File: config.mk
export PLATFORM = sky130hd
export DESIGN_NAME = uart_rx_fifo_dma
export DESIGN_NICKNAME = d
export VERILOG_FILES = /design/src/rtl/uart_rxq_pkg.sv /design/src/rtl/rxq_ring.sv /design/src/rtl/rxq_trip.sv /design/src/rtl/rxq_idle.sv /design/src/rtl/rxq_flags.sv /design/src/rtl/uart_rx_fifo_dma.sv
export SDC_FILE = /design/constraint.sdc
export NUM_CORES = 1
export LEC_CHECK = 0
export BUFFER_PORTS_ARGS = -buffer_cell sky130_fd_sc_hd__buf_4
export CORE_AREA = 10 10 188 323
export CTS_CLUSTER_DIAMETER = 200
export DETAILED_ROUTE_END_ITERATION = 8
export DIE_AREA = 0 0 198 333
export PLACE_DENSITY_LB_ADDON = 0.08
export SYNTH_ARGS = -nofsm -noshare
export SYNTH_HDL_FRONTEND = slang
export SYNTH_SLANG_ARGS = --single-unit
File: constraint.sdc
create_clock -name clk -period 3.17 [get_ports clk]
set_clock_uncertainty 0.15 [all_clocks]
set_input_delay 0.634 -clock clk [delete_from_list [all_inputs] [get_ports clk]]
set_output_delay 0.634 -clock clk [all_outputs]
set_load 0.03 [all_outputs]
File: src/rtl/uart_rxq_pkg.sv
package uart_rxq_pkg;

   // Interrupt status / mask / clear bit positions.
   localparam int IRQ_W   = 6;
   localparam int IRQ_LVL = 0;
   localparam int IRQ_TMO = 1;
   localparam int IRQ_FRM = 2;
   localparam int IRQ_PAR = 3;
   localparam int IRQ_BRK = 4;
   localparam int IRQ_OVR = 5;

   // Offsets of line errors inside the error field of an entry.
   localparam int ERR_FRM_OFS = 0;
   localparam int ERR_PAR_OFS = 1;
   localparam int ERR_BRK_OFS = 2;

   // Number of distinct watermark trip points.
   localparam int NUM_TRIPS = 5;

   typedef logic [IRQ_W-1:0] irq_vec_t;

   // Trip point in eighths of the depth for each watermark code.
   function automatic int trip_eighths(input int idx);
      case (idx)
         0:       return 1;
         1:       return 2;
         2:       return 4;
         3:       return 6;
         default: return 7;
      endcase
   endfunction

endpackage

File: src/rtl/rxq_ring.sv
module rxq_ring #(
   parameter int ENTRY_W = 12,
   parameter int DEPTH   = 32,
   localparam int PTR_W  = $clog2(DEPTH),
   localparam int CNT_W  = $clog2(DEPTH + 1)
) (
   input  logic               clk,
   input  logic               rst_n,
   input  logic               wr_req,
   input  logic [ENTRY_W-1:0] wr_word,
   input  logic               rd_req,
   output logic [ENTRY_W-1:0] rd_word,
   output logic [CNT_W-1:0]   count,
   output logic               empty,
   output logic               full,
   output logic               wr_fire,
   output logic               rd_fire,
   output logic               drop,
   output logic               drain
);

   localparam bit POW2 = ((DEPTH & (DEPTH - 1)) == 0);

   logic [ENTRY_W-1:0] mem [DEPTH];
   logic [PTR_W-1:0]   wr_ptr, rd_ptr;
   logic [PTR_W-1:0]   wr_ptr_nx, rd_ptr_nx;

   assign empty   = (count == '0);
   assign full    = (count == CNT_W'(DEPTH));
   assign rd_fire = rd_req && !empty;
   assign wr_fire = wr_req && (!full || rd_fire);
   assign drop    = wr_req && !wr_fire;
   assign drain   = rd_fire && !wr_fire && (count == CNT_W'(1));
   assign rd_word = empty ? '0 : mem[rd_ptr];

   generate
      if (POW2) begin : g_wrap_free
         assign wr_ptr_nx = wr_ptr + 1'b1;
         assign rd_ptr_nx = rd_ptr + 1'b1;
      end else begin : g_wrap_cmp
         assign wr_ptr_nx = (wr_ptr == PTR_W'(DEPTH - 1)) ? '0 : wr_ptr + 1'b1;
         assign rd_ptr_nx = (rd_ptr == PTR_W'(DEPTH - 1)) ? '0 : rd_ptr + 1'b1;
      end
   endgenerate

   always_ff @(posedge clk) begin
      if (wr_fire) begin
         mem[wr_ptr] <= wr_word;
      end
   end

   always_ff @(posedge clk or negedge rst_n) begin
      if (!rst_n) begin
         wr_ptr <= '0;
         rd_ptr <= '0;
         count  <= '0;
      end else begin
         if (wr_fire) begin
            wr_ptr <= wr_ptr_nx;
         end
         if (rd_fire) begin
            rd_ptr <= rd_ptr_nx;
         end
         case ({wr_fire, rd_fire})
            2'b10:   count <= count + 1'b1;
            2'b01:   count <= count - 1'b1;
            default: count <= count;
         endcase
      end
   end

   AST_NO_OVERFLOW: assert property (@(posedge clk) disable iff (!rst_n)
      count <= CNT_W'(DEPTH));

   AST_DROP_KEEPS_FULL: assert property (@(posedge clk) disable iff (!rst_n)
      drop |=> (full && $stable(wr_ptr)));

   AST_EMPTY_READ_IGNORED: assert property (@(posedge clk) disable iff (!rst_n)
      (rd_req && empty && !wr_req) |=> (empty && $stable(rd_ptr)));

endmodule

File: src/rtl/rxq_trip.sv
module rxq_trip
   import uart_rxq_pkg::*;
#(
   parameter int DEPTH  = 32,
   parameter int CODE_W = 3,
   localparam int CNT_W = $clog2(DEPTH + 1)
) (
   input  logic [CNT_W-1:0]  count,
   input  logic [CODE_W-1:0] code,
   input  logic              dma_done,
   output logic              sreq,
   output logic              breq,
   output logic              lvl_hit
);

   logic [CNT_W-1:0]  trip_tab [NUM_TRIPS];
   logic [CODE_W-1:0] idx;
   logic [CNT_W-1:0]  thr;

   generate
      for (genvar g = 0; g < NUM_TRIPS; g++) begin : g_trip
         localparam int TRIP = (DEPTH * trip_eighths(g)) / 8;
         assign trip_tab[g] = CNT_W'(TRIP);
      end
   endgenerate

   // Codes beyond the table clamp to the highest trip point.
   assign idx     = (code >= CODE_W'(NUM_TRIPS - 1)) ? CODE_W'(NUM_TRIPS - 1) : code;
   assign thr     = trip_tab[idx];
   assign lvl_hit = (count >= thr);
   assign sreq    = (count != '0) && !dma_done;
   assign breq    = (count > thr) && !dma_done;

endmodule

File: src/rtl/rxq_idle.sv
module rxq_idle #(
   parameter int IDLE_TICKS = 32,
   localparam int IW        = $clog2(IDLE_TICKS + 1)
) (
   input  logic clk,
   input  logic rst_n,
   input  logic tick,
   input  logic restart,
   input  logic hold_empty,
   output logic fire
);

   logic [IW-1:0] idle;

   assign fire = tick && !restart && !hold_empty && (idle == IW'(IDLE_TICKS - 1));

   always_ff @(posedge clk or negedge rst_n) begin
      if (!rst_n) begin
         idle <= '0;
      end else if (restart || hold_empty) begin
         idle <= '0;
      end else if (tick && (idle < IW'(IDLE_TICKS))) begin
         idle <= idle + 1'b1;
      end
   end

   AST_IDLE_RESTART: assert property (@(posedge clk) disable iff (!rst_n)
      restart |=> (idle == '0));

   AST_IDLE_SATURATES: assert property (@(posedge clk) disable iff (!rst_n)
      idle <= IW'(IDLE_TICKS));

   AST_NO_COUNT_EMPTY: assert property (@(posedge clk) disable iff (!rst_n)
      hold_empty |=> (idle == '0));

endmodule

File: src/rtl/rxq_flags.sv
module rxq_flags
   import uart_rxq_pkg::*;
(
   input  logic     clk,
   input  logic     rst_n,
   input  irq_vec_t set_vec,
   input  logic     lvl_raw,
   input  logic     tmo_auto_clr,
   input  logic     clr_we,
   input  irq_vec_t clr_bits,
   input  irq_vec_t mask,
   output logic     irq_rx,
   output logic     irq_rt,
   output logic     irq_err
);

   irq_vec_t sticky;
   irq_vec_t raw;
   logic     unused_lvl_clr;
   logic     unused_lvl_set;

   // The level status is not latched; its clear and set bits do nothing.
   assign unused_lvl_clr = clr_bits[IRQ_LVL];
   assign unused_lvl_set = set_vec[IRQ_LVL];
   assign sticky[IRQ_LVL] = 1'b0;

   generate
      for (genvar i = 1; i < IRQ_W; i++) begin : g_sticky
         localparam bit AUTO = (i == IRQ_TMO);
         always_ff @(posedge clk or negedge rst_n) begin
            if (!rst_n) begin
               sticky[i] <= 1'b0;
            end else begin
               sticky[i] <= set_vec[i] ||
                            (sticky[i] && !(clr_we && clr_bits[i]) && !(AUTO && tmo_auto_clr));
            end
         end
      end
   endgenerate

   assign raw     = {sticky[IRQ_W-1:1], lvl_raw};
   assign irq_rx  = raw[IRQ_LVL] && mask[IRQ_LVL];
   assign irq_rt  = raw[IRQ_TMO] && mask[IRQ_TMO];
   assign irq_err = |(raw[IRQ_OVR:IRQ_FRM] & mask[IRQ_OVR:IRQ_FRM]);

   AST_FRAME_STICKY: assert property (@(posedge clk) disable iff (!rst_n)
      (sticky[IRQ_FRM] && !(clr_we && clr_bits[IRQ_FRM])) |=> sticky[IRQ_FRM]);

   AST_OVR_STICKY: assert property (@(posedge clk) disable iff (!rst_n)
      (sticky[IRQ_OVR] && !(clr_we && clr_bits[IRQ_OVR])) |=> sticky[IRQ_OVR]);

   AST_CLEAR_WORKS: assert property (@(posedge clk) disable iff (!rst_n)
      (clr_we && clr_bits[IRQ_PAR] && !set_vec[IRQ_PAR]) |=> !sticky[IRQ_PAR]);

endmodule

File: src/rtl/uart_rx_fifo_dma.sv
module uart_rx_fifo_dma
   import uart_rxq_pkg::*;
#(
   parameter int DATA_W     = 8,
   parameter int ERR_W      = 4,
   parameter int DEPTH      = 32,
   parameter int IDLE_TICKS = 32,
   parameter int CODE_W     = 3,
   localparam int ENTRY_W   = DATA_W + ERR_W,
   localparam int CNT_W     = $clog2(DEPTH + 1)
) (
   input  logic               clk,
   input  logic               rst_n,
   input  logic               in_vld,
   input  logic [ENTRY_W-1:0] in_word,
   input  logic               bit_tick,
   input  logic               rd_en,
   output logic [ENTRY_W-1:0] rd_data,
   input  logic [CODE_W-1:0]  cfg_wmark,
   input  logic [IRQ_W-1:0]   irq_mask,
   input  logic               clr_we,
   input  logic [IRQ_W-1:0]   clr_bits,
   input  logic               dma_done,
   output logic               dma_sreq,
   output logic               dma_breq,
   output logic               irq_rx,
   output logic               irq_rt,
   output logic               irq_err
);

   initial begin : elab_checks
      assert (DEPTH >= 8) else $error("DEPTH must be at least 8");
      assert (ERR_W >= 3) else $error("ERR_W must hold frame, parity and break");
      assert (IDLE_TICKS >= 2) else $error("IDLE_TICKS must be at least 2");
      assert (CODE_W >= 3) else $error("CODE_W must encode all trip points");
   end

   logic [CNT_W-1:0] count;
   logic             empty, full, wr_fire, rd_fire, drop, drain;
   logic             lvl_hit, tmo_fire;
   logic [ERR_W-1:0] err_in;
   irq_vec_t         set_vec;

   assign err_in = in_word[DATA_W +: ERR_W];

   rxq_ring #(
      .ENTRY_W (ENTRY_W),
      .DEPTH   (DEPTH)
   ) i_ring (
      .clk     (clk),
      .rst_n   (rst_n),
      .wr_req  (in_vld),
      .wr_word (in_word),
      .rd_req  (rd_en),
      .rd_word (rd_data),
      .count   (count),
      .empty   (empty),
      .full    (full),
      .wr_fire (wr_fire),
      .rd_fire (rd_fire),
      .drop    (drop),
      .drain   (drain)
   );

   rxq_trip #(
      .DEPTH  (DEPTH),
      .CODE_W (CODE_W)
   ) i_trip (
      .count    (count),
      .code     (cfg_wmark),
      .dma_done (dma_done),
      .sreq     (dma_sreq),
      .breq     (dma_breq),
      .lvl_hit  (lvl_hit)
   );

   rxq_idle #(
      .IDLE_TICKS (IDLE_TICKS)
   ) i_idle (
      .clk        (clk),
      .rst_n      (rst_n),
      .tick       (bit_tick),
      .restart    (in_vld || rd_fire),
      .hold_empty (empty),
      .fire       (tmo_fire)
   );

   always_comb begin
      set_vec          = '0;
      set_vec[IRQ_TMO] = tmo_fire;
      set_vec[IRQ_FRM] = wr_fire && err_in[ERR_FRM_OFS];
      set_vec[IRQ_PAR] = wr_fire && err_in[ERR_PAR_OFS];
      set_vec[IRQ_BRK] = wr_fire && err_in[ERR_BRK_OFS];
      set_vec[IRQ_OVR] = drop;
   end

   rxq_flags i_flags (
      .clk          (clk),
      .rst_n        (rst_n),
      .set_vec      (set_vec),
      .lvl_raw      (lvl_hit),
      .tmo_auto_clr (empty || drain),
      .clr_we       (clr_we),
      .clr_bits     (clr_bits),
      .mask         (irq_mask),
      .irq_rx       (irq_rx),
      .irq_rt       (irq_rt),
      .irq_err      (irq_err)
   );

   AST_TMO_GONE_WHEN_EMPTY: assert property (@(posedge clk) disable iff (!rst_n)
      empty |=> !irq_rt);

   AST_FULL_BURSTS: assert property (@(posedge clk) disable iff (!rst_n)
      (full && !dma_done) |-> dma_breq);

   AST_DONE_SILENCES: assert property (@(posedge clk) disable iff (!rst_n)
      (dma_done && !empty) |-> (!dma_sreq && !dma_breq));

   AST_SREQ_HAS_DATA: assert property (@(posedge clk) disable iff (!rst_n)
      (!empty && !dma_done) |-> dma_sreq);

endmodule

==> impl_metrics.tcl <==
set metrics [dict create \
    cp-start-kind "register" \
    dpl-instance-area_um2 18200 \
    utilization_pct 36.3 \
    yosys.area.top_type_share_pct 70.2 \
    place.gp.congestion 0.754 \
    async_flop_share_pct 6.57 \
    cts.path.max_buffers 3 \
    fin_nets 1029 \
    powerDensity_nw_per_um2 912 \
    rsz0062_at_grt "true" \
    dp_hpwl_um 26500 \
    wl_per_cell_um 25.4 \
    h-tree-depth 2 \
    overflow 0 \
    final_cells 1709 \
    synth_top_cell_by_area "edfxtp_1" \
    criticalPathCategory "reg2out" \
    slowest_delay_ps 510 \
    dp_cells 1617 \
    placementRows 114 \
    num_vias 8289 \
    wirelength_um 43400 \
    grtUsageTotal_pct 13.3 \
    max_slew.worst_pin.slew_ps 682 \
    crit_path_max_fanout 7 \
    tritoncts "done" \
    synth_flop_cell "edfxtp_1" \
    clock_power_share_pct 24.1 \
    hold_class "in2reg" \
    drtAntennaViolNets 0 \
    grt_pass1_wl_um 63400 \
    viasPerCell 4.85 \
    diodes 0 \
    slowest_stage "dfrtp_4" \
    combPwrFrac_pct 39.7 \
    relSlewSlack_pct 54.3 \
    totalPowerFinal_uw 18200 \
    finalInstanceArea_um2 20000 \
    finalHoldViolCount 0 \
    violations "setup timing" \
    cap_violations 0 \
    crit_required_ps 2390 \
    grt_pass1_vias 9090 \
    layout-drive-gt1-share_pct 32.4 \
    finalCriticalPeriod_ps 3540 \
    root_buffer "clkbuf_16" \
    p_seq_share_pct 36.2 \
    die_area_um2 65900 \
    clk_latency_ps 550 \
    antenna_found_initial 0 \
    slew_viol_final 0 \
    arrival_ps 2750 \
    final-setup-viol-count 12 \
    drt_iter0_drc 533 \
    p_switching_uw 6110 \
    synth-edff-count 384 \
    post-route-drc-count 0 \
    max_freq_mhz 283 \
    syn_nets 882 \
    synth_common_cells "384 x edfxtp_1, 65 x mux4_2, 51 x mux2i_1, 51 x nor2_1, 27 x dfrtp_1" \
    cp_cell_sequence "buf_12 -> buf_16 -> mux4_2 -> a22o_1 -> a2111oi_2 -> buf_4 -> a211oi_4 -> buf_6" \
    die_h_um 333 \
    synth_most_common_cell "edfxtp_1" \
    finalSetupTns_ps -3790 \
    swShare_pct 33.5 \
    synthCells 836 \
    drtPass1Iterations 4 \
    core_area_um2 55100 \
    yosys-top-cells-area "edfxtp_1 70%, mux4_2 8.9%, dfrtp_1 4.1%" \
    portBuffers 49 \
    final.setup.worst_slack_ps -366 \
    status "complete, but fails checks" \
    cts_buffers 40 \
    synth_cell_types 47 \
    intPower_uw 12100 \
    yosysSeqAreaShare_pct 74.3 \
    grt_max_degree 34 \
    ios 51 \
    clk_pin_slew_ps 60 \
    yosys_warnings 0 \
    initial_core_util_pct 29.8 \
    syn_area_um2 16400 \
    ir_drop_mv 0.432 \
    cts.sink_count 411 \
    period_share_pct 112 \
    die_w_um 198 \
    ys_ff_latch 411 \
    leakage_uw 0.00668 \
    critical_path.endpoint_type "output pin" \
    syn_area_per_cell_um2 19.7 \
    area_growth_pct 21.8 \
]
-- sequential cells by signal (all words and copies together) (netlist names) --
| name | cells |
|---|---|
| i_flags.raw | 5 |
| i_ring.rd_ptr | 5 |
| i_ring.wr_ptr | 5 |
| i_idle.idle | 6 |
| i_ring.mem | 384 |
| i_ring.count | 6 |
-- power groups by stage --
stage / clock, uW / combinational (uW) / sequential [uW]
2_1_floorplan: 0 / 3770 / 6570
5_1_grt: 4730 / 7720 / 6650
4_1_cts: 4550 / 7330 / 6600
3_3_place_gp: 0 / 6270 / 6700
3_5_place_dp: 0 / 6270 / 6710
6_report: 4400 / 7250 / 6600
-- final timing paths --
kind                                       start           endpoint  cells past startpoint  slack, ps
min in group asynchronous                  rst_n   i_ring.wr_ptr[4]                      2        400
worst max register to register   i_ring.count[1]  i_ring.mem[5][11]                      7        540
worst min-delay path                      in_vld    i_ring.count[1]                      2        230
max in group asynchronous                  rst_n   i_ring.rd_ptr[0]                      2       2140
worst min register to register    i_idle.idle[5]     i_idle.idle[5]                      2        360
worst max-delay path            i_ring.rd_ptr[0]         rd_data[6]                      8       -370
-- per-stage QoR --
stage	hold slack [ps]	setup WS, ps
after floorplan	188	231
after global placement	340	32.0
after detailed placement	339	43.9
after CTS	202	-438
after global routing	234	-445
final	234	-366
-- placed cells by master (no fill, tap or decap), types with 10 or more instances in the layout --
| master | count |
|---|---|
| a21oi_1 | 13 |
| buf_4 | 116 |
| clkbuf_16 | 41 |
| mux2i_1 | 50 |
| clkinv_2 | 10 |
| buf_6 | 11 |
| o22ai_1 | 13 |
| dfrtp_1 | 23 |
| xnor2_1 | 11 |
| nor2_1 | 47 |
| a2111oi_4 | 10 |
| o221ai_1 | 11 |
| buf_12 | 15 |
| mux4_2 | 67 |
| edfxtp_1 | 384 |
| nand2_1 | 22 |
| ha_1 | 12 |
-- cell type report --
type	instances	area [um^2]
clock buffer	50	1060
clock inverter	22	109
fill	5173	35000
inverter	6	22.5
multi-input combinational	372	4200
sequential	411	12200
tap	696	871
timing repair buffer	152	1540
-- kinds of logic (layout without fill, tap and decap cells) --
family / after synthesis / in the layout / synth area share, %
DFF: 411 / 411 / 74.3
and+or+nand+nor: 112 / 112 / 3.12
muxes: 124 / 124 / 13.3
buffers and inverters: 53 / 230 / 2.07
xor gates and xnor gates: 16 / 16 / 0.853
adders and majority gates: 12 / 12 / 0.914
AOI/OAI and AO/OA: 108 / 108 / 5.45
-- what timing repair did --
item                                    CTS  global route
gates resized for setup                  60             9
setup buffers                            10             5
hold buffers                              1             0
endpoints found under the setup margin   13            13
endpoints found under the hold margin    27             0
pin swaps                                26             8
gates cloned                              5             0
-- worst max-delay path, delay by kind of cell (launching register included) --
| family | cells | cell delay, ps |
|---|---|---|
| DFF | 1 | 510 |
| muxes | 1 | 510 |
| AOI/OAI and AO/OA | 3 | 510 |
| buffers and inverters | 4 | 680 |
-- per-layer routing --
| metal | GRT usage [%] | part of all wire [%] |
|---|---|---|
| met1 | 15.4 | 39 |
| met5 | 0 | 0 |
| met4 | 4.30 | 2.6 |
| met3 | 1.76 | 3.5 |
| met2 | 24.6 | 55 |
Power figures use the tool's default switching activity.
